### src/rtl/tc_pkg.sv
// Shared constants for the transfer-control branch unit.
// Assumes the caller decodes the instruction class before asserting start.
package tc_pkg;
    localparam int OP_LSB      = 27;
    localparam int OP_W        = 3;
    localparam logic [2:0] OP_JUMP = 3'd0;
    localparam logic [2:0] OP_CALL = 3'd1;
    localparam logic [2:0] OP_RET  = 3'd2;
    localparam logic [2:0] OP_INT  = 3'd3;
    localparam int BIT_CARRY   = 21;
    localparam int BIT_FLYINT  = 20;
    localparam int BIT_SENSE   = 19;
    localparam int BIT_DATA    = 18;
    localparam int BIT_PHASE   = 17;
    localparam int BIT_REL     = 23;
    localparam int OFFSET_W    = 24;
    localparam int INSN_BYTES  = 8;
endpackage

### src/rtl/tc_cond_eval.sv
// Condition chain: carry, phase, then masked data test, each run only while
// the running result still equals the sense. Purely combinational.
// Assumes phase and data fields are already extracted by the caller.
module tc_cond_eval #(
    parameter int PHASE_W = 3,
    parameter int DATA_W  = 8
) (
    input  logic               sense,
    input  logic               en_carry,
    input  logic               en_phase,
    input  logic               en_data,
    input  logic               carry,
    input  logic [PHASE_W-1:0] phase,
    input  logic [PHASE_W-1:0] want_phase,
    input  logic [DATA_W-1:0]  first_byte,
    input  logic [DATA_W-1:0]  want_data,
    input  logic [DATA_W-1:0]  ignore_mask,
    output logic               pass
);
    logic [DATA_W-1:0] care;
    logic              result;

    // Walk the chain in fixed order, skipping tests once the sense is broken.
    always_comb begin
        care   = ~ignore_mask;
        result = sense;
        if (en_carry && (result == sense))
            result = carry;
        if (en_phase && (result == sense))
            result = (phase == want_phase);
        if (en_data && (result == sense))
            result = ((first_byte & care) == (want_data & care));
        pass = (result == sense);
    end
endmodule

### src/rtl/tc_target_calc.sv
// Branch target and fall-through address. The relative form adds a
// sign-extended 24-bit offset to the address of the following instruction.
module tc_target_calc #(
    parameter int ADDR_W     = 32,
    parameter int OFFSET_W   = 24,
    parameter int INSN_BYTES = 8
) (
    input  logic [ADDR_W-1:0] pc_in,
    input  logic [ADDR_W-1:0] arg,
    input  logic              relative,
    output logic [ADDR_W-1:0] fall_pc,
    output logic [ADDR_W-1:0] target
);
    localparam int EXT_W = ADDR_W - OFFSET_W;
    logic [ADDR_W-1:0] offset_sx;

    // Form the fall-through address and select the absolute or relative target.
    always_comb begin
        fall_pc   = pc_in + ADDR_W'(INSN_BYTES);
        offset_sx = {{EXT_W{arg[OFFSET_W-1]}}, arg[OFFSET_W-1:0]};
        target    = relative ? (fall_pc + offset_sx) : arg;
    end
endmodule

### src/rtl/tc_branch_unit.sv
// Transfer-control branch unit. Evaluates one instruction per start pulse and
// registers the outcome one cycle later. Holds the return-address register.
// Assumes start is only raised for instructions of the transfer-control class.
module tc_branch_unit
    import tc_pkg::*;
#(
    parameter int ADDR_W  = 32,
    parameter int INSN_W  = 32,
    parameter int PHASE_W = 3,
    parameter int DATA_W  = 8
) (
    input  logic               clk,
    input  logic               rst_n,
    input  logic               start,
    input  logic [INSN_W-1:0]  insn,
    input  logic [ADDR_W-1:0]  arg,
    input  logic [ADDR_W-1:0]  pc_in,
    input  logic [PHASE_W-1:0] phase,
    input  logic               carry,
    input  logic [DATA_W-1:0]  first_byte,
    input  logic               sel_timeout,
    output logic               done,
    output logic               taken,
    output logic               halt,
    output logic [ADDR_W-1:0]  next_pc,
    output logic [ADDR_W-1:0]  temp,
    output logic               int_fly,
    output logic               int_script,
    output logic               int_illegal
);
    logic              pass;
    logic [ADDR_W-1:0] fall_pc, target;
    logic [OP_W-1:0]   op;
    logic              unused_bits;

    assign op          = insn[OP_LSB +: OP_W];
    assign unused_bits = ^{insn[31:30], insn[22], insn[16]};

    tc_cond_eval #(.PHASE_W(PHASE_W), .DATA_W(DATA_W)) u_cond (
        .sense       (insn[BIT_SENSE]),
        .en_carry    (insn[BIT_CARRY]),
        .en_phase    (insn[BIT_PHASE]),
        .en_data     (insn[BIT_DATA]),
        .carry       (carry),
        .phase       (phase),
        .want_phase  (insn[24 +: PHASE_W]),
        .first_byte  (first_byte),
        .want_data   (insn[0 +: DATA_W]),
        .ignore_mask (insn[DATA_W +: DATA_W]),
        .pass        (pass)
    );

    tc_target_calc #(.ADDR_W(ADDR_W), .OFFSET_W(OFFSET_W), .INSN_BYTES(INSN_BYTES)) u_tgt (
        .pc_in    (pc_in),
        .arg      (arg),
        .relative (insn[BIT_REL]),
        .fall_pc  (fall_pc),
        .target   (target)
    );

    // Register the outcome of the instruction presented with start.
    always_ff @(posedge clk) begin
        if (!rst_n) begin
            done <= 1'b0; taken <= 1'b0; halt <= 1'b0;
            next_pc <= '0; temp <= '0;
            int_fly <= 1'b0; int_script <= 1'b0; int_illegal <= 1'b0;
        end else begin
            done <= start;
            int_fly <= 1'b0; int_script <= 1'b0; int_illegal <= 1'b0;
            if (start) begin
                taken   <= 1'b0;
                halt    <= 1'b0;
                next_pc <= fall_pc;
                if (sel_timeout) begin
                    halt    <= 1'b1;
                    next_pc <= pc_in;
                end else if (pass) begin
                    taken <= 1'b1;
                    case (op)
                        OP_JUMP: next_pc <= target;
                        OP_CALL: begin
                            next_pc <= target;
                            temp    <= fall_pc;
                        end
                        OP_RET:  next_pc <= temp;
                        OP_INT: begin
                            if (insn[BIT_FLYINT]) int_fly <= 1'b1;
                            else begin
                                int_script <= 1'b1;
                                halt       <= 1'b1;
                            end
                        end
                        default: begin
                            int_illegal <= 1'b1;
                            halt        <= 1'b1;
                        end
                    endcase
                end
            end
        end
    end


    done_follows_start_chk: assert property (@(posedge clk) disable iff (!rst_n)
        start |=> done);

    no_spurious_done_chk: assert property (@(posedge clk) disable iff (!rst_n)
        !start |=> !done);

    timeout_halts_chk: assert property (@(posedge clk) disable iff (!rst_n)
        (start && sel_timeout) |=> (halt && !taken && next_pc == $past(pc_in)));

    temp_hold_chk: assert property (@(posedge clk) disable iff (!rst_n)
        !start |=> $stable(temp));

    illegal_halts_chk: assert property (@(posedge clk) disable iff (!rst_n)
        int_illegal |-> (halt && done));

    one_event_chk: assert property (@(posedge clk) disable iff (!rst_n)
        $onehot0({int_fly, int_script, int_illegal}));
endmodule

### config.mk
export PLATFORM = sky130hd
export DESIGN_NAME = tc_branch_unit
export DESIGN_NICKNAME = d
export VERILOG_FILES = /design/src/rtl/tc_pkg.sv /design/src/rtl/tc_cond_eval.sv /design/src/rtl/tc_target_calc.sv /design/src/rtl/tc_branch_unit.sv
export SDC_FILE = /design/constraint.sdc
export NUM_CORES = 1
export LEC_CHECK = 0
export BUFFER_PORTS_ARGS = -buffer_cell sky130_fd_sc_hd__buf_2
export CORE_ASPECT_RATIO = 0.6
export CORE_MARGIN = 2
export CORE_UTILIZATION = 43
export DETAILED_ROUTE_END_ITERATION = 12
export PLACE_DENSITY = 0.7
export SYNTH_ARGS = -nofsm -noshare
export SYNTH_HDL_FRONTEND = slang
export SYNTH_HIERARCHICAL = 1
export SYNTH_SLANG_ARGS = --single-unit
### constraint.sdc
create_clock -name clk -period 4.7 [get_ports clk]
set_input_delay 0.94 -clock clk [delete_from_list [all_inputs] [get_ports clk]]
set_output_delay 0.94 -clock clk [all_outputs]
set_load 0.02 [all_outputs]
# Word-level counts from Yosys, hierarchy flattened

Cells that the tools add are included.

Bits of input ports: 112
Logic and storage cells: 50
Flip-flop bits (word level): 70

Equality and inequality tests: 8
Bitwise logic cells: 8
Reduce and logical (&&, ||, !) cells: 9
Mux-type cells: 15
$add $sub $neg: 2

Operators by type and width:

| operator                | number |
|---|---|
| $mux W32                | 3 |
| $pmux W32 S2            | 1 |
| $add A32 B32 Y32        | 1 |
| $add A32 B4 Y32 const B | 1 |
| $and A8 B8 Y8           | 2 |
| $mux W1                 | 10 |
| $eq A8 B8 Y1            | 1 |
| $not A8 Y8              | 1 |
| $reduce_or A4 Y1        | 2 |
| $eq A3 B2 Y1 const B    | 2 |
| $not A1 Y1              | 5 |
| $reduce_or A5 Y1        | 1 |
| $reduce_and A4 Y1       | 1 |
| $eq A1 B1 Y1            | 3 |
| $eq A3 B1 Y1 const B    | 1 |
| $eq A3 B3 Y1            | 1 |
| $logic_not A3 Y1        | 1 |
| $reduce_or A3 Y1        | 1 |
| $logic_and A1 B1 Y1     | 2 |
| $pmux W1 S2             | 1 |
| $reduce_or A2 Y1        | 1 |

# Logic depth before layout (Yosys ltp)

Gate-level depths: netlist (run 1).

Depth after elaboration: 10
Depth in mapped cells: 22
Depth with buffers taken out: 21

# Modules after synthesis

The synthesis (run 1) kept the hierarchy.

By module, submodules not included:

| module         | area an instance (um2) | instances | seq. area each (um2) | cells an instance |
|---|---|---|---|---|
| tc_branch_unit | 3367.0                 | 1         | 1401.3               | 457 |
| tc_target_calc | 2782.7                 | 1         | 0.0                  | 393 |
| tc_cond_eval   | 193.9                  | 1         | 0.0                  | 27 |

# Least setup slack after synthesis (run 1)

Ideal clock, no wire load.

Path kind: input -> register
Start: input port pc_in[3]
End: register next_pc[30]
Data required time: 4570 ps
Setup slack: 471 ps
Arrival: 4099 ps
Stages on the path: 21
Setup time: 130 ps
Path through: ha_1 > and4_2 > nand2_1 > nor2_1 > nand3_1 > nor2_1 > nand2_1 > xnor2_1 > ha_1 > clkbuf_1 > a21o_1 > a21o_1 > a21o_2 > a21oi_1 > o211ai_1 > o21ai_0 > or3b_1 > nor2_1 > a21oi_1 > o221ai_1 > o21ai_0

Word-level cells in the longest chain between the ends: 6

RTL lines:

| element              | line                 | RTL |
|---|---|---|
| from (decl)          | tc_branch_unit.sv:17 | `input logic [ADDR_W-1:0] pc_in,` |
| $add A32 B4 Y32      | tc_target_calc.sv:19 | `fall_pc = pc_in + ADDR_W'(INSN_BYTES);` |
| net fall_pc[27]      | tc_branch_unit.sv:32 | `logic [ADDR_W-1:0] fall_pc, target;` |
| $add A32 B32 Y32     | tc_target_calc.sv:21 | `target = relative ? (fall_pc + offset_sx) : arg;` |
| $mux W32             | tc_target_calc.sv:21 |  |
| net target[30]       | tc_branch_unit.sv:32 |  |
| $pmux W32 S2         | tc_branch_unit.sv:79 | `case (op)` |
| $mux W32             | tc_branch_unit.sv:77 | `end else if (pass) begin` |
| $mux W32             | tc_branch_unit.sv:74 | `if (sel_timeout) begin` |
| to (signal assigned) | tc_branch_unit.sv:73 | `next_pc <= fall_pc;` |
| to (signal assigned) | tc_branch_unit.sv:76 | `next_pc <= pc_in;` |
| to (signal assigned) | tc_branch_unit.sv:80 | `OP_JUMP: next_pc <= target;` |
| to (decl)            | tc_branch_unit.sv:25 | `output logic [ADDR_W-1:0] next_pc,` |

The timed path passes the listed nets, and every way through them passes these cells.
A chain may end at the register's enable or synchronous reset.

# Worst setup path in the final report (run 1)

Start: input port pc_in[3]
End: register next_pc[24]

Same word-level chain as after synthesis.

==> results of run 1 <==
## cell families after synthesis
logic type | Yosys count
AOI/OAI and AO/OA | 289
xor gates and xnor gates | 57
adders and majority gates | 36
buffers and inverters | 84
DFF | 70
muxes | 20
and+or+nand+nor | 321
## metal layers
metal,track usage,up-vias
met2,0.412,384
met3,0.0854,22
met1,0.445,3382
li1,-,3634
met5,0,-
met4,0.0584,0
## metrics by stage
step | area (um2) | instances
floorplan | 6340 | 877
global placement | 7900 | 1296
detailed placement | 7900 | 1296
CTS | 8170 | 1312
global route | 8190 | 1312
finish | 8190 | 1312
## cell usage in the layout (no fill, tap or decap), drive strengths merged, types with 6 or more instances in the layout
cell type / instances
and3: 8
inv: 22
nor3: 12
nor2: 93
a31oi: 27
a21oi: 113
dfxtp: 70
and2: 8
mux2: 17
xor2: 17
clkbuf: 12
nand2: 125
nand4: 14
ha: 35
and4: 6
a21o: 21
o221ai: 35
buf: 281
nor2b: 12
nand3: 27
o21ai: 49
xnor2: 40
## final timing paths
kind / endpoint / cells past startpoint / from
setup / recovery: next_pc[24] / 21 / pc_in[3]
hold / removal: temp[27] / 2 / temp[27]
setup reg to reg: next_pc[19] / 4 / temp[19]
hold reg to reg: temp[27] / 2 / temp[27]
## synthesized netlist by cell type (4+ instances only)
| cell type | n |
|---|---|
| sky130_fd_sc_hd__a21boi_0 | 4 |
| sky130_fd_sc_hd__xor2_1 | 17 |
| sky130_fd_sc_hd__and2_1 | 7 |
| sky130_fd_sc_hd__nor2b_1 | 12 |
| sky130_fd_sc_hd__o31ai_1 | 5 |
| sky130_fd_sc_hd__a21o_1 | 19 |
| sky130_fd_sc_hd__buf_4 | 8 |
| sky130_fd_sc_hd__mux2_2 | 17 |
| sky130_fd_sc_hd__clkbuf_1 | 22 |
| sky130_fd_sc_hd__o221ai_1 | 34 |
| sky130_fd_sc_hd__a31oi_1 | 27 |
| sky130_fd_sc_hd__inv_1 | 22 |
| sky130_fd_sc_hd__buf_6 | 6 |
| sky130_fd_sc_hd__xnor2_1 | 40 |
| sky130_fd_sc_hd__buf_2 | 19 |
| sky130_fd_sc_hd__nand2_1 | 125 |
| sky130_fd_sc_hd__nor3_1 | 12 |
| sky130_fd_sc_hd__dfxtp_1 | 70 |
| sky130_fd_sc_hd__and4_1 | 5 |
| sky130_fd_sc_hd__a21oi_1 | 110 |
| sky130_fd_sc_hd__o211ai_1 | 4 |
| sky130_fd_sc_hd__o21ai_0 | 46 |
| sky130_fd_sc_hd__nand3_1 | 27 |
| sky130_fd_sc_hd__ha_1 | 35 |
| sky130_fd_sc_hd__o22ai_1 | 5 |
| sky130_fd_sc_hd__nand4_1 | 13 |
| sky130_fd_sc_hd__and3_1 | 7 |
| sky130_fd_sc_hd__nor2_1 | 93 |
| sky130_fd_sc_hd__o21a_1 | 5 |
## repair_timing
action / 4_1_cts / 5_1_grt
hold buffers: 0 / 0
setup endpoints to repair: 0 / 5
resized for setup: 0 / 4
## worst max-delay path, stage by stage
cell and delay (ns):
sky130_fd_sc_hd__buf_2 0.09, sky130_fd_sc_hd__ha_1 0.15, sky130_fd_sc_hd__and4_2 0.28, sky130_fd_sc_hd__nand2_1 0.06, sky130_fd_sc_hd__nor2_1 0.23, sky130_fd_sc_hd__nand3_1 0.15
sky130_fd_sc_hd__xnor2_1 0.14, sky130_fd_sc_hd__buf_4 0.14, sky130_fd_sc_hd__ha_1 0.38, sky130_fd_sc_hd__nand2_1 0.10, sky130_fd_sc_hd__nor3_1 0.16, sky130_fd_sc_hd__o21ai_0 0.16
sky130_fd_sc_hd__and2_1 0.19, sky130_fd_sc_hd__o311ai_2 0.38, sky130_fd_sc_hd__nand2_1 0.09, sky130_fd_sc_hd__o311ai_0 0.44, sky130_fd_sc_hd__buf_4 0.19, sky130_fd_sc_hd__nor2_1 0.04
sky130_fd_sc_hd__a21oi_1 0.12, sky130_fd_sc_hd__o221ai_1 0.16, sky130_fd_sc_hd__o21ai_0 0.14
## state kept, by name, indices dropped and copies added (netlist names)
name	count
next_pc	32
taken	1
int_fly	1
halt	1
temp	32
int_script	1
done	1
int_illegal	1
## power breakdown
part           switching (mW)  total, mW  leakage [nW]  internal, mW
clock                   0.256      0.626         0.132         0.369
sequential             0.0132      0.632         0.572         0.619
combinational           0.430      0.757          3.05         0.327
total                   0.699       2.01          3.75          1.31
## final cells by class
type                    instances  area, um2  area share
well taps                     198        248      0.0302
repair buffers                281       1670       0.203
clock buffers                  12        246      0.0301
flip-flops and latches         70       1400       0.171
inverters                      24       90.1      0.0110
clock inverters                 4       22.5     0.00275
multi-input cells             723       4520       0.552
==> impl_metrics.json, run 1 <==
{
  "status": "complete, no violations",
  "synth-edff-count": 0,
  "first_iter_violations": 647,
  "worstMarginPinSlew_ns": 0.868,
  "synth-warning-count": 6,
  "synth_area_per_cell_um2": 7.23,
  "cts_tree": "built",
  "leakagePower_nw": 3.75,
  "synth-compound-area-share": 0.292,
  "worstHoldPathType": "reg -> reg",
  "wire_length_after_detailed_routing_mm": 23.3,
  "critical_path.endpoint_type": "flop",
  "post_cts_repair_setup_buffers": 0,
  "dr_pass1_iterations": 5,
  "final-hold-violation-count": 0,
  "ios": 182,
  "rsz0062_at_grt": "true",
  "placer_congestion_estimate": 0.936,
  "routed-via-count": 7422,
  "final_core_utilization": 0.567,
  "power-per-cell-area_nw_per_um2": 246,
  "port_buffers": 177,
  "synthArstFlopShare": 0,
  "min_period_over_period": 0.964,
  "crit_type": "in -> reg",
  "antenna_found_initial": 0,
  "yosysSeqAreaShare": 0.221,
  "total_core_area_um2": 14500,
  "ys_types": 73,
  "met3_wirelength_mm": 2.84,
  "critical_path_required_ns": 4.94,
  "grt-ovfl-total": 0,
  "grt_pass1_vias": 6731,
  "area_share_of_the_largest_cell_type_after_synthesis": 0.221,
  "num_antenna_cells": 0,
  "timing.max_slew.rel_slack": 0.422,
  "top_layer_used": "met4",
  "hold_slack_ns": 0.470,
  "drive_above_1_share": 0.301,
  "synthMuxAreaShare": 0.0349,
  "root_buffer_master": "sky130_fd_sc_hd__clkbuf_16",
  "via_per_inst": 5.66,
  "power.total_mw": 2.01,
  "die_y_um": 98.1,
  "critPathLaunchType": "input port",
  "detailedPlace.worstSlack_ns": -0.0801,
  "met2_length_mm": 9.35,
  "drv_cap": 0,
  "grt_pass1_wl_mm": 36.6,
  "numCtsBuffers": 9,
  "yosys.area_share.simple": 0.231,
  "netlist_area_um2": 6340,
  "cts_num_sinks": 70,
  "insertion_delay_ns": 0.33,
  "initial_utilization": 0.439,
  "fmax_ghz": 0.221,
  "num-fill-cells": 1430,
  "wl_per_cell_um": 17.8,
  "area.growth.synth_to_final_pct": 29.2,
  "min_period_ns": 4.53,
  "grt_max_degree": 59,
  "post-dp-hpwl_mm": 17.8,
  "rows": 34,
  "path_clk_slew_ns": 0.06,
  "wirelength_met1_mm": 10.9,
  "fin_skew_ns": 0.00679,
  "synth_top_cells_by_area": "sky130_fd_sc_hd__dfxtp_1 22%, sky130_fd_sc_hd__a21oi_1 8.7%, sky130_fd_sc_hd__nand2_1 7.4%, sky130_fd_sc_hd__ha_1 6.9%, sky130_fd_sc_hd__xnor2_1 5.5%",
  "design.final.nets": 1257,
  "r2r_slack_ns": 3.53,
  "drt.antenna.violating_nets": 0,
  "synthCells": 877,
  "report.final.slew_viol_count": 0,
  "synth_ff_type": "sky130_fd_sc_hd__dfxtp_1",
  "fin_tns_setup_ns": 0,
  "post-route-drc-count": 0,
  "die_area_um2": 15800,
  "mappedNetlistNets": 1025,
  "synthAdderAreaFrac": 0.0722,
  "netlist.top_cell.by_area": "sky130_fd_sc_hd__dfxtp_1",
  "ys_ff_latch": 70,
  "combinational_family_with_the_most_area_after_synthesis": "compound AO/OA/AOI/OAI gates",
  "setup_viol_count_final": 0,
  "fin_worst_setup_slack_ns": 0.169,
  "die_w_um": 161,
  "post_synth_xor_area_fraction": 0.0787,
  "ctsLongestPathBuffers": 2,
  "crit_path_arrival_time_ns": 4.77,
  "worst_ir_drop_vdd_v": 0.000216,
  "maximum_net_fanout_on_the_critical_path": 6,
  "groute.usage.overall": 0.295,
  "cts-htree-levels": 3
}
Note: power is estimated with default switching activity, not from simulation.
==> run 2, diff against run 1 <==
--- a/config.mk
+++ b/config.mk
@@ -7,11 +7,9 @@
 export LEC_CHECK = 0
 export BUFFER_PORTS_ARGS = -buffer_cell sky130_fd_sc_hd__buf_2
 export CORE_ASPECT_RATIO = 0.6
-export CORE_MARGIN = 2
 export CORE_UTILIZATION = 43
 export DETAILED_ROUTE_END_ITERATION = 12
 export PLACE_DENSITY = 0.7
 export SYNTH_ARGS = -nofsm -noshare
 export SYNTH_HDL_FRONTEND = slang
-export SYNTH_HIERARCHICAL = 1
 export SYNTH_SLANG_ARGS = --single-unit
==> run 2 against run 1 <==
Compared with the run above:
- combinational power is 15% lower
- global-route usage is 2.3 points higher
- synthesized cell count is 7.2% lower
- worst setup slack better by 0.37 ns
- non-clock buffer count is 72 lower
- routed wire length is 0.67% higher
- highest routed layer unchanged
==> impl_metrics.json, run 2 <==
{
  "biggestRegsByFlops": "next_pc (32), temp (32)",
  "initial_utilization": 0.448,
  "cts_num_sinks": 70,
  "mappedNetlistNets": 962,
  "number_of_instances_resized_during_post_cts_repair": 0,
  "final-hold-violation-count": 0,
  "wire_length_after_detailed_routing_mm": 23.5,
  "mostFrequentLayoutCell": "sky130_fd_sc_hd__buf_2",
  "post-route-drc-count": 0,
  "path_clk_slew_ns": 0.06,
  "drv_cap": 0,
  "drt.antenna.violating_nets": 0,
  "leakagePower_nw": 3.34,
  "worst_ir_drop_vdd_v": 0.000163,
  "ios": 182,
  "critical_path.endpoint_type": "flop",
  "critPathTopFamily": "simple AND/OR/NAND/NOR gates",
  "synth.most_common_cell": "sky130_fd_sc_hd__nor2_1",
  "min_period_ns": 4.16,
  "synth-edff-count": 0,
  "grt_pass1_vias": 6526,
  "critical_path_required_ns": 4.93,
  "synthCells": 814,
  "timing.critical_path.slowest_cell_delay_ns": 0.41,
  "yosysSeqAreaShare": 0.225,
  "post-dp-hpwl_mm": 17.5,
  "status": "complete, no violations",
  "timing.max_slew.rel_slack": 0.223,
  "die_y_um": 95.2,
  "area_share_of_the_largest_cell_type_after_synthesis": 0.225,
  "synth-warning-count": 0,
  "numCtsBuffers": 9,
  "first_iter_violations": 677,
  "placer_congestion_estimate": 0.976,
  "setup_viol_count_final": 0,
  "via_per_inst": 6.04,
  "critPathLaunchType": "input port",
  "synth_ff_type": "sky130_fd_sc_hd__dfxtp_1",
  "area.growth.synth_to_final_pct": 23.3,
  "layout_common_cells": "177 x sky130_fd_sc_hd__buf_2, 81 x sky130_fd_sc_hd__nor2_1, 70 x sky130_fd_sc_hd__dfxtp_1, 66 x sky130_fd_sc_hd__nand2_1, 55 x sky130_fd_sc_hd__a21oi_1",
  "critical-path-slowest-cell": "sky130_fd_sc_hd__or2_2",
  "fin_tns_setup_ns": 0,
  "wl_per_cell_um": 19.9,
  "cts-htree-levels": 3,
  "num-fill-cells": 1384,
  "synth_top_cells_by_area": "sky130_fd_sc_hd__dfxtp_1 23%, sky130_fd_sc_hd__ha_1 7.0%, sky130_fd_sc_hd__xnor2_1 5.2%, sky130_fd_sc_hd__nor2_1 4.9%, sky130_fd_sc_hd__a21oi_1 4.4%",
  "dpl-instance-area_um2": 7350,
  "synth_area_per_cell_um2": 7.64,
  "port_buffers": 177,
  "dr_pass1_iterations": 9,
  "grt_pass1_wl_mm": 35.8,
  "ys_ff_latch": 70,
  "die_w_um": 157,
  "crit_type": "in -> reg",
  "rows": 33,
  "fin_area_um2": 7670,
  "grt-ovfl-total": 0,
  "die_area_um2": 15000,
  "crit_path_arrival_time_ns": 4.39,
  "netlist.top_cell.by_area": "sky130_fd_sc_hd__dfxtp_1",
  "design.final.nets": 1131,
  "worstMarginPinSlew_ns": 1.16,
  "cts_tree": "built",
  "min_period_over_period": 0.886,
  "synth_commonest_cells": "82 x sky130_fd_sc_hd__nor2_1, 70 x sky130_fd_sc_hd__dfxtp_1, 66 x sky130_fd_sc_hd__nand2_1",
  "drive_above_1_share": 0.268,
  "insertion_delay_ns": 0.34,
  "grt_max_degree": 38,
  "path_buf_inv": 2,
  "root_buffer_master": "sky130_fd_sc_hd__clkbuf_16",
  "fin_skew_ns": 0.00301,
  "post_cts_hold_buffer_count": 0,
  "fmax_ghz": 0.240,
  "post_cts_repair_setup_buffers": 0,
  "groute.usage.overall": 0.317,
  "ys_types": 83,
  "synthArstFlopShare": 0,
  "num_antenna_cells": 0,
  "report.final.slew_viol_count": 0,
  "worstHoldPathType": "reg -> reg",
  "ctsLongestPathBuffers": 2,
  "routed-via-count": 7131,
  "total_core_area_um2": 13900,
  "netlist_area_um2": 6220,
  "power-per-cell-area_nw_per_um2": 265,
  "rsz0062_at_grt": "false",
  "antenna_found_initial": 0,
  "crit_path_cell_trace": "buf_2, nand4_2, or2_2, nor3_1, nand3_1, xnor2_1, ha_1, a21oi_1, nand2_1, nor3b_1, a211oi_1, buf_4, o41ai_2, nor2b_1, a311oi_1, o21ai_1",
  "maximum_net_fanout_on_the_critical_path": 9
}
-- run 2: cell types whose count changed after synthesis, moves of 11 or more --
cell	previous run	this run
sky130_fd_sc_hd__a21oi_1	110	55
sky130_fd_sc_hd__a22oi_1	1	13
sky130_fd_sc_hd__buf_2	19	5
sky130_fd_sc_hd__clkbuf_1	22	38
sky130_fd_sc_hd__mux2_2	17	4
sky130_fd_sc_hd__nand2_1	125	66
sky130_fd_sc_hd__nor2_1	93	82
sky130_fd_sc_hd__nor3_1	12	27
sky130_fd_sc_hd__o211ai_1	4	20
sky130_fd_sc_hd__o21ai_1	3	14
sky130_fd_sc_hd__o221ai_1	34	1
-- run 2: path summary, 6_finish.rpt --
path         slack [ns]  cells past startpoint           to   startpoint
max                0.54                     16  next_pc[31]     pc_in[6]
min                0.45                      1  next_pc[14]  next_pc[14]
max reg2reg        3.41                      7  next_pc[30]  next_pc[30]
min reg2reg        0.45                      1  next_pc[14]  next_pc[14]
-- run 2: where the power goes --
group / leakage [nW] / internal [mW] / switching (mW) / total (mW)
registers: 0.572 / 0.619 / 0.0157 / 0.635
clock network: 0.157 / 0.478 / 0.273 / 0.751
logic: 2.61 / 0.249 / 0.396 / 0.645
total: 3.34 / 1.35 / 0.685 / 2.03
-- run 2: cell type report --
| class | count | area [um2] | area share |
|---|---|---|---|
| Tap cell | 192 | 240 | 0.0313 |
| Sequential cell | 70 | 1400 | 0.183 |
| Clock buffer | 12 | 246 | 0.0321 |
| Multi-Input combinational cell | 662 | 4470 | 0.583 |
| Inverter | 31 | 116 | 0.0152 |
| Timing Repair Buffer | 209 | 1130 | 0.147 |
| Clock inverter | 4 | 70.1 | 0.00914 |
-- run 2: per-layer routing --
layer  vias to the layer above  share of wire  global-route usage
met4                         0          0.012              0.0817
li1                       3376              -                   -
met5                         -              0                   0
met1                      3316           0.48               0.461
met2                       410           0.39               0.450
met3                        29           0.12              0.0918
-- run 2: through the flow --
stage | hold slack (ns) | util | instances | total power [mW] | setup WS, ns
after CTS | 0.453 | 0.553 | 1180 | 2.02 | 0.582
after global routing | 0.486 | 0.553 | 1180 | 2.11 | 0.281
after detailed placement | 0.440 | 0.530 | 1164 | 1.27 | 0.245
after floorplan | 0.536 | - | 814 | 1.05 | 0.553
final | 0.446 | 0.553 | 1180 | 2.03 | 0.536
after global placement | 0.431 | 0.530 | 1164 | 1.27 | 0.266
-- run 2: cells by family after synthesis --
kind of cell / Yosys count / share of synthesized area
compound gates: 272 / 0.306
simple gates: 277 / 0.223
mux: 16 / 0.0266
buf+inv: 82 / 0.0571
xor+xnor: 61 / 0.0883
flops: 70 / 0.225
fa+ha+maj: 36 / 0.0736
==> run 3, diff against run 2 <==
--- a/config.mk
+++ b/config.mk
@@ -12,4 +12,5 @@
 export PLACE_DENSITY = 0.7
 export SYNTH_ARGS = -nofsm -noshare
 export SYNTH_HDL_FRONTEND = slang
+export SYNTH_HIERARCHICAL = 1
 export SYNTH_SLANG_ARGS = --single-unit
==> run 3 against run 2 <==
Compared with the run above:
- clock-buffer cell count did not move
- maximum frequency fell by 6.9%
- critical endpoint is now next_pc[24]
- utilization rose by 2.0 points
- die area rose by 2.0%
- sequential cell count did not move
- via count rose by 4.8%
- register-to-register slack improved by 0.13 ns
- global-route usage fell by 1.0 points
- largest power group is now combinational logic
==> impl_metrics.json, run 3 (same netlist as run 1, synthesis figures left out) <==
{
  "status": "complete, no violations",
  "die_w_um": 159,
  "wl_per_cell_um": 18.4,
  "num_antenna_cells": 0,
  "leakagePower_nw": 3.64,
  "root_buffer_master": "sky130_fd_sc_hd__clkbuf_16",
  "placer_congestion_estimate": 0.954,
  "timing.reg2reg.worst_path_depth": 4,
  "first_iter_violations": 836,
  "drv_cap": 0,
  "min_period_ns": 4.47,
  "critical_path_required_ns": 4.95,
  "layout_common_cells": "177 x sky130_fd_sc_hd__buf_2, 125 x sky130_fd_sc_hd__nand2_1, 110 x sky130_fd_sc_hd__a21oi_1, 93 x sky130_fd_sc_hd__nor2_1, 77 x sky130_fd_sc_hd__buf_4",
  "hold_end": "temp[28]",
  "worst_hold_depth": 2,
  "worst_ir_drop_vdd_v": 0.000221,
  "fmax_ghz": 0.224,
  "fin_skew_ns": 0.00307,
  "timing.max_slew.rel_slack": 0.447,
  "critical_path.endpoint_type": "flop",
  "detailedPlace.worstSlack_ns": -0.250,
  "worstMarginPinSlew_ns": 0.830,
  "timing.critical_path.slowest_cell_delay_ns": 0.41,
  "critPathLaunchType": "input port",
  "min_period_over_period": 0.951,
  "fin_worst_setup_slack_ns": 0.230,
  "insertion_delay_ns": 0.33,
  "setup_viol_count_final": 0,
  "post-route-drc-count": 0,
  "crit_type": "in -> reg",
  "r2r_slack_ns": 3.54,
  "regToRegEndpoint": "next_pc[7]",
  "grt_max_degree": 39,
  "grt_pass1_wl_mm": 36.0,
  "ios": 182,
  "cts_tree": "built",
  "timing.rr.start": "temp[7]",
  "num-fill-cells": 1365,
  "die_area_um2": 15300,
  "power-per-cell-area_nw_per_um2": 263,
  "post_cts_hold_buffer_count": 0,
  "cts_num_sinks": 70,
  "rsz0062_at_grt": "false",
  "design.final.nets": 1230,
  "port_buffers": 177,
  "biggestRegsByFlops": "next_pc (32), temp (32)",
  "maximum_net_fanout_on_the_critical_path": 6,
  "groute.usage.overall": 0.307,
  "mostFrequentLayoutCell": "sky130_fd_sc_hd__buf_2",
  "report.final.slew_viol_count": 0,
  "antenna_found_initial": 0,
  "die_y_um": 96.1,
  "critical-path-slowest-cell": "sky130_fd_sc_hd__ha_2",
  "multiInputGateArea_um2": 4520,
  "path_clk_slew_ns": 0.06,
  "fin_tns_setup_ns": 0,
  "rows": 33,
  "hold_start": "temp[28]",
  "via_per_inst": 5.85,
  "crit_path_arrival_time_ns": 4.72,
  "dr_pass1_iterations": 7,
  "grt_pass1_vias": 6591,
  "ctsLongestPathBuffers": 2,
  "drive_above_1_share": 0.285,
  "initial_utilization": 0.452,
  "post-dp-hpwl_mm": 17.9,
  "drt.antenna.violating_nets": 0,
  "numCtsBuffers": 9,
  "routed-via-count": 7476,
  "area.growth.synth_to_final_pct": 26.7,
  "grt-ovfl-total": 0,
  "area.sequential_um2": 1400,
  "total_core_area_um2": 14000,
  "crit_path_cell_trace": "buf_2, ha_1, and4_2, nand2_1, nor2_1, buf_4, nand3_1, xnor2_2, ha_2, nand2_1, nor3_1, o21ai_0, and2_1, o311ai_2, buf_4, nand2_1, o311ai_2, buf_4, nor2_1, a21oi_1, o221ai_1, o21ai_0",
  "wire_length_after_detailed_routing_mm": 23.5,
  "final-hold-violation-count": 0,
  "worstHoldPathType": "reg -> reg",
  "cts-htree-levels": 3
}
-- run 3: where the power goes --
group / total (mW) / internal, mW / switching (mW) / leakage [nW]
Sequential: 0.633 / 0.618 / 0.0144 / 0.572
Clock: 0.738 / 0.478 / 0.261 / 0.157
Combinational: 0.742 / 0.310 / 0.433 / 2.91
Total: 2.11 / 1.41 / 0.708 / 3.64
-- run 3: metrics by stage --
stage               utilization  hold slack [ns]  instances  total power [mW]  area (um2)
CTS                       0.570            0.465       1279              2.10        8010
global route              0.572            0.488       1279              2.21        8040
global placement          0.548            0.457       1263              1.35        7690
floorplan                     -            0.545        877              1.10        6340
detailed placement        0.548            0.457       1263              1.36        7690
finish                    0.572            0.467       1279              2.11        8040
-- run 3: how the worst max path moves through the flow --
stage / slack (ns) / depth (start not counted) / startpoint / to
floorplan: 0.47 / 21 / pc_in[3] / next_pc[30]
global placement: -0.21 / 21 / pc_in[3] / next_pc[24]
detailed placement: -0.25 / 22 / pc_in[3] / next_pc[24]
CTS: 0.07 / 22 / pc_in[3] / next_pc[24]
global route: 0.02 / 22 / pc_in[3] / next_pc[31]
finish: 0.23 / 22 / pc_in[3] / next_pc[24]
-- run 3: worst max-delay path: cells and delay by family --
kind	cells	cell delay (ns)
buffers and inverters	4	0.60
xor gates and xnor gates	1	0.20
adders and majority gates	2	0.60
and+or+nand+nor	9	1.19
AOI/OAI and AO/OA	6	1.19
-- run 3: routing by layer --
| metal | routed length [um] | vias up | part of all wire | global-route usage |
|---|---|---|---|---|
| met3 | 2830 | 21 | 0.12 | 0.0681 |
| li1 | - | 3574 | - | - |
| met4 | 270 | 0 | 0.011 | 0.0639 |
| met1 | 11000 | 3400 | 0.47 | 0.452 |
| met2 | 9380 | 481 | 0.40 | 0.451 |
| met5 | 0 | - | 0 | 0 |
-- run 3: repair_timing --
item                       4_1_cts  5_1_grt
gates resized for setup          0        6
setup endpoints to repair        0        3
buffers inserted                 0        0
-- run 3: layout make-up --
type	count	area share
clock buffer	12	0.0307
clock inverter	4	0.00872
inverter	24	0.0112
multi-input combinational	723	0.563
sequential	70	0.174
tap	192	0.0299
timing repair buffer	254	0.182
